$ cat config.mk
export PLATFORM = sky130hd
export DESIGN_NAME = sw_bit_master
export DESIGN_NICKNAME = d
export VERILOG_FILES = /design/src/rtl/sw_bit_master.sv
export SDC_FILE = /design/constraint.sdc
export NUM_CORES = 1
export LEC_CHECK = 0
export BUFFER_PORTS_ARGS = -buffer_cell sky130_fd_sc_hd__buf_2
export CAP_MARGIN = 20
export CORE_UTILIZATION = 60
export DETAILED_ROUTE_END_ITERATION = 12
export PLACE_DENSITY_LB_ADDON = 0.25
export SLEW_MARGIN = 5
export SYNTH_ARGS = -nofsm -noshare
export SYNTH_HDL_FRONTEND = slang
export SYNTH_SLANG_ARGS = --single-unit
$ cat constraint.sdc
create_clock -name clk -period 2.7 [get_ports clk]
set_clock_uncertainty 0.15 [all_clocks]
set_input_delay 0.27 -clock clk [delete_from_list [all_inputs] [get_ports clk]]
set_output_delay 0.27 -clock clk [all_outputs]
set_load 0.02 [all_outputs]
$ cat src/rtl/sw_bit_master.sv
module sw_bit_master #(
  parameter int HS_BIT   = 20,
  parameter int HS_LOW0  = 12,
  parameter int HS_LOW1  = 3,
  parameter int HS_RDLOW = 2,
  parameter int HS_SAMP  = 5,
  parameter int HS_HTSS  = 30,
  parameter int HS_IDLE  = 60,
  parameter int LS_BIT   = 40,
  parameter int LS_LOW0  = 24,
  parameter int LS_LOW1  = 6,
  parameter int LS_RDLOW = 4,
  parameter int LS_SAMP  = 10,
  parameter int LS_HTSS  = 50,
  parameter int LS_IDLE  = 120
) (
  input  logic       clk,
  input  logic       rst_n,
  input  logic       hs_mode,
  input  logic       cmd_valid,
  input  logic [1:0] cmd_op,
  output logic       cmd_ready,
  output logic       rsp_valid,
  output logic       rsp_bit,
  input  logic       line_in,
  output logic       line_drive_low,
  output logic       idle_timeout
);
  localparam int CW = $clog2(HS_BIT + HS_HTSS + HS_IDLE + LS_BIT + LS_HTSS + LS_IDLE + 1);
  localparam logic [1:0] OP_W0 = 2'd0, OP_W1 = 2'd1, OP_RD = 2'd2, OP_SS = 2'd3;

  logic          busy, mode_q, rbit_q, rsp_q, armed, to_q;
  logic [1:0]    op_q;
  logic [CW-1:0] cnt, idle_cnt;
  logic [CW-1:0] frame_len, low_len, samp_pt, idle_lim;

  wire accept = cmd_valid && !busy;
  wire frame_end = busy && (cnt == frame_len - CW'(1));

  always_comb begin
    samp_pt  = mode_q ? CW'(HS_SAMP) : CW'(LS_SAMP);
    idle_lim = mode_q ? CW'(HS_IDLE) : CW'(LS_IDLE);
    frame_len = (op_q == OP_SS) ? (mode_q ? CW'(HS_HTSS) : CW'(LS_HTSS))
                                : (mode_q ? CW'(HS_BIT)  : CW'(LS_BIT));
    unique case (op_q)
      OP_W0:   low_len = mode_q ? CW'(HS_LOW0)  : CW'(LS_LOW0);
      OP_W1:   low_len = mode_q ? CW'(HS_LOW1)  : CW'(LS_LOW1);
      OP_RD:   low_len = mode_q ? CW'(HS_RDLOW) : CW'(LS_RDLOW);
      default: low_len = '0;
    endcase
  end

  always_ff @(posedge clk or negedge rst_n) begin
    if (!rst_n) begin
      busy   <= 1'b0;
      mode_q <= 1'b1;
      op_q   <= OP_SS;
      cnt    <= '0;
      rbit_q <= 1'b1;
      rsp_q  <= 1'b0;
    end else begin
      rsp_q <= 1'b0;
      if (accept) begin
        busy   <= 1'b1;
        mode_q <= hs_mode;
        op_q   <= cmd_op;
        cnt    <= '0;
      end else if (busy) begin
        if (op_q == OP_RD && cnt == samp_pt) rbit_q <= line_in;
        if (frame_end) begin
          busy  <= 1'b0;
          rsp_q <= (op_q == OP_RD);
        end else begin
          cnt <= cnt + CW'(1);
        end
      end
    end
  end

  always_ff @(posedge clk or negedge rst_n) begin
    if (!rst_n) begin
      armed    <= 1'b0;
      to_q     <= 1'b0;
      idle_cnt <= '0;
    end else if (accept) begin
      armed <= 1'b0;
      to_q  <= 1'b0;
    end else if (frame_end) begin
      armed    <= 1'b1;
      idle_cnt <= '0;
    end else if (!busy && armed && !to_q) begin
      if (idle_cnt == idle_lim - CW'(1)) to_q <= 1'b1;
      else idle_cnt <= idle_cnt + CW'(1);
    end
  end

  assign cmd_ready      = !busy;
  assign rsp_valid      = rsp_q;
  assign rsp_bit        = rbit_q;
  assign idle_timeout   = to_q;
  assign line_drive_low = busy && (cnt < low_len);
endmodule

Yosys cells after proc, flatten, opt, wreduce, memory -nomap -nowiden

Cells that the tools add are included.

$add $sub $neg: 4
Order comparisons: 1
Eq/ne operators: 8
Mux-type cells: 27
Bitwise logic cells: 1
Reduce and logical (&&, ||, !) cells: 18

Operator list:

| operator                                             | count |
|---|---|
| two-way mux 9 bit                                    | 6 |
| adder 9 x 1 -> 9 bit (second input constant)         | 2 |
| equality test 9 bit                                  | 2 |
| two-way mux 6 bit                                    | 3 |
| case mux 5 bit (3 select lines)                      | 1 |
| two-way mux 1 bit                                    | 12 |
| nonzero test 2 bit                                   | 5 |
| equality test 9 x 4 -> 1 bit                         | 1 |
| less-than comparator 9 bit                           | 1 |
| AND reduction 3 bit                                  | 3 |
| subtractor 9 x 1 -> 9 bit (second input constant)    | 1 |
| subtractor 7 x 1 -> 8 bit (second input constant)    | 1 |
| two-way mux 7 bit                                    | 1 |
| logical AND 1 bit                                    | 6 |
| two-way mux 3 bit                                    | 2 |
| two-way mux 5 bit                                    | 1 |
| equality test 2 bit (second input constant)          | 2 |
| two-way mux 4 bit                                    | 1 |
| inequality test 2 bit (second input constant)        | 2 |
| equality test 2 x 1 -> 1 bit (second input constant) | 1 |
| zero test 1 bit                                      | 2 |
| zero test 2 bit                                      | 1 |
| AND reduction 2 bit                                  | 1 |
| inverter 1 bit                                       | 1 |

Register bits after elaboration: 26
Input port bits: 7
Output and inout port bits: 5
Word-level logic and storage cells: 68

Depth between registers and ports, before layout

Depth in word-level cells: 8
Depth in mapped cells: 10
Gate-level depth less buffers: 8

Worst setup path before layout

Ideal clock, no wire load.

Path type: register -> output
Start point: reg mode_q
End point: out line_drive_low
Arrival time: 2.257 ns
Required time: 2.280 ns
Slack: 0.023 ns
Cell stages (with the launch flop): 9
Path buffers: 1
Cell sequence: dfstp_2 > buf_6 > inv_1 > o21a_1 > ha_1 > a21o_1 > a21o_1 > a21o_1 > a211oi_1

Word-level cells in the longest chain between the ends: 4
Elaborated cells between the ends (all ways): 6
Those cells by class: order compare (1); mux (4); reduce/logical (1)

Ends and longest elaborated chain:

| what                                      | RTL line | text |
|---|---|---|
| start, declared                           | 32       | `logic busy, mode_q, rbit_q, rsp_q, armed, to_q;` |
| start signal, assigned                    | 65       | `mode_q <= hs_mode;` |
| two-way mux 3 bit (tied with other cells) | 47       | `OP_W1: low_len = mode_q ? CW'(HS_LOW1) : CW'(LS_LOW1);` |
| case mux 5 bit (3 select lines) *         | 45       | `unique case (op_q)` |
| less-than comparator 9 bit *              | 101      | `assign line_drive_low = busy && (cnt < low_len);` |
| logical AND 1 bit *                       | 101      |  |
| end, declared                             | 26       | `output logic line_drive_low,` |

Every way passes the cells marked *; elsewhere a longest branch is shown, timed or not.

Final worst setup path

Start point: reg op_q[1]
End point: out line_drive_low

Word-level cells in the longest chain between the ends: 4
Elaborated cells between the ends (all ways): 6
Those cells by class: order compare (1); eq/ne (2); mux (1); reduce/logical (2)

Ends and longest elaborated chain:

| what                                        | RTL line | text |
|---|---|---|
| start, declared                             | 33       | `logic [1:0] op_q;` |
| start signal, assigned                      | 66       | `op_q <= cmd_op;` |
| equality test 2 bit (tied with other cells) | 45       |  |
| case mux 5 bit (3 select lines) *           | 45       |  |
| less-than comparator 9 bit *                | 101      |  |
| logical AND 1 bit *                         | 101      |  |

Marked as above.

==> summary.txt <==
Syn Nets - 209
Filler cells - 220
total power - 0.00235 W
worst hold slack - 0.0183 ns
Hold Crit Class - input pin to register
vias - 1615
Top Ports - 12
number of synthesized flops with an enable pin - 0
YS warnings - 0
clk_lat worst skew - 0.33 ns
Yosys top cell area share - 28.5%
Slew @ Worst Pin - 0.699 ns
CTS tree - built
switching power - 0.00103 W
Longest Clk Path Bufs - 2
Flop pwr share - 35.0%
post-route clock period utilization - 102%
clock root cell - clkbuf_4
DRT Pass-1 Iters - 4
maximum vdd drop - 0.000593 V
Post-synth top flop - dfrtp_1
CTS H-tree depth - 1
fmax - 363 MHz
share of cells above drive strength 1 - 27.3%
Starting Density - 63.2%
mapped cell area - 1930 µm²
die area - 3450 µm²
CP Data Arrival Time - 2.34 ns
Min Clock Period, post-route - 2.76 ns
Pint - 0.00131 W
Synth cell types - 62
routability cong. - 0.823
unrepaired setup endpoints after global routing - true
DR iter-0 viols - 105
max cap viols - 0
Remaining DRCs - 0
leakage power - 0.961 nW
Nets - 235
core area - 3050 µm²
number of cell rows - 20
Crit path largest cell delay - 0.60 ns
CP max FO - 5
Synth Area per Inst - 10.1 µm²
Port Buffers - 11
Worst setup SP type - register
reg2reg start - op_q[1]$_DFFE_PN1P_
die width - 58.7 µm
ANT cells - 0
min-delay src - line_in
sequential cell area - 656 µm²
CP max stage cell - dfstp_2
cts bufs inserted - 3
Area Growth Syn to Fin - 14.0%
endpoint class of the critical path - output port
Critical Path Start - op_q[1]$_DFFE_PN1P_
final core utilization - 72.1%
critical path, cell by cell - nand2b_1, o21a_1, ha_1, a21o_1, a21o_1, a21o_1, a211oi_2, buf_4
first-pass GRT wire length - 7530 µm
Crit path max-delay family - compound AO/OA/AOI/OAI gates
Clock Pin Slew Worst Setup and Hold Paths - 0.15 ns
Yosys reg bits - 26
Comb power frac - 53.2%
post-synthesis sequential area ratio - 34.0%
Synth Instances - 191
Yosys top cell by area - dfrtp_1
count leader, synth - nand2_1
Die Height - 58.7 µm
Clock power frac - 11.8%
worst path bufs/invs - 1
DP HPWL - 2970 µm
Sink Count - 26
pwr dens - 1070 nW/µm²
Critical Path RT - 2.28 ns
largest net degree at the start of global routing - 27
crit path kind - register to output port
final wirelength - 4620 µm
CP most frequent cell - a21o_1
final worst slack - -0.0556 ns
most frequent cells after synthesis - nand2_1, dfrtp_1, nor2_1
Fin. Hold Viols - 0
GRT Total Usage - 29.1%
Setup violations, final - 2
status - finished, violations left
post-route ant nets - 0
gr ovfl total - 0
Post-synth ARST share - 100%
largest cells by area after synthesis - dfrtp_1, ha_1, dfstp_2
wire per inst - 17.8 µm
Max-slew headroom - 53.3%
DR vias/cell - 6.21
initial antenna violation count - 0
vias in the first global route - 1568
Switching Fraction - 44.0%
area of the multi-input gates - 1180 µm²
Max Slew Vio Count - 0
failing checks - setup timing
[placed cells by master (no fill, tap or decap), types with 3 or more instances in the layout]
master | synthesis | routed
a21o_1 | 4 | 4
a21oi_1 | 4 | 4
a22o_1 | 5 | 5
a31oi_1 | 4 | 4
buf_2 | 3 | 10
buf_4 | 2 | 18
clkbuf_4 | 0 | 3
dfrtp_1 | 22 | 22
dfstp_2 | 4 | 4
dlygate4sd3_1 | 0 | 4
ha_1 | 11 | 11
mux2i_1 | 3 | 3
nand2_1 | 25 | 25
nand2b_1 | 3 | 3
nand3_1 | 7 | 7
nand4_1 | 5 | 5
nand4b_1 | 3 | 3
nor2_1 | 12 | 12
nor3_1 | 5 | 5
o211ai_1 | 3 | 3
o21ai_0 | 6 | 6
o21ai_1 | 3 | 3
or3_1 | 3 | 3
[path summary, 6_finish.rpt]
kind,to,slack [ns],cells after the start
setup reg to reg,rsp_bit$_DFFE_PN1P_,-0.04,12
setup / recovery,line_drive_low,-0.06,8
min in group asynchronous,idle_cnt[8]$_DFFE_PN0P_,0.30,2
hold reg to reg,cnt[7]$_DFFE_PN0P_,0.39,1
max in group asynchronous,cnt[8]$_DFFE_PN0P_,1.70,2
hold / removal,rsp_bit$_DFFE_PN1P_,0.02,2
[layout make-up]
| type | instances | area share, % |
|---|---|---|
| Clock inverter | 1 | 1.36 |
| Timing Repair Buffer | 33 | 10.9 |
| Sequential cell | 26 | 29.8 |
| Multi-Input combinational cell | 149 | 53.6 |
| Clock buffer | 3 | 1.02 |
| Tap cell | 44 | 2.50 |
| Inverter | 4 | 0.796 |
[metal layers]
layer  part of all wire (%)  GRT usage, %  wire, µm
met1                     44          39.9      2040
met3                    4.0          2.64       185
met5                      0             0         0
met4                    1.6          8.16        74
met2                     50          49.2      2320
[what timing repair did]
action / CTS / global route
gates resized for setup: 6 / 1
hold buffers: 4 / 0
setup buffers: 12 / 2
pin swaps: 2 / 1
endpoints found under the setup margin: 1 / 8
hold endpoints to repair: 25 / 0
[power groups by stage]
stage          Combinational, W  Sequential [W]  Clock, W
2_1_floorplan          0.000974        0.000698         0
3_3_place_gp           0.000974        0.000806         0
3_5_place_dp            0.00103        0.000824         0
4_1_cts                 0.00122        0.000803  0.000279
5_1_grt                 0.00137        0.000844  0.000292
6_report                0.00125        0.000822  0.000276
[kinds of logic after synthesis]
logic type / share of synthesized area (%)
simple gates: 28.5
fa+ha+maj: 7.13
flops: 34.0
compound gates: 16.7
xor+xnor: 6.42
mux: 2.14
buf+inv: 5.25
[flip-flops by register name, indices dropped and copies added (netlist names)]
register,count
idle_timeout,1
rsp_bit,1
op_q,2
busy,1
idle_cnt,9
cnt,9
armed,1
rsp_valid,1
mode_q,1
[metrics by stage]
stage / instance area [µm²] / setup TNS (ns) / cells / worst slack (ns)
6_report: 2200 / -0.0919 / 260 / -0.0556
4_1_cts: 2180 / 0 / 258 / 0.00731
2_1_floorplan: 1930 / 0 / 191 / 0.0231
5_1_grt: 2200 / -0.240 / 260 / -0.131
3_3_place_gp: 1980 / 0 / 238 / 0.234
3_5_place_dp: 1980 / 0 / 238 / 0.134
Note: power is estimated with default switching activity, not from simulation.
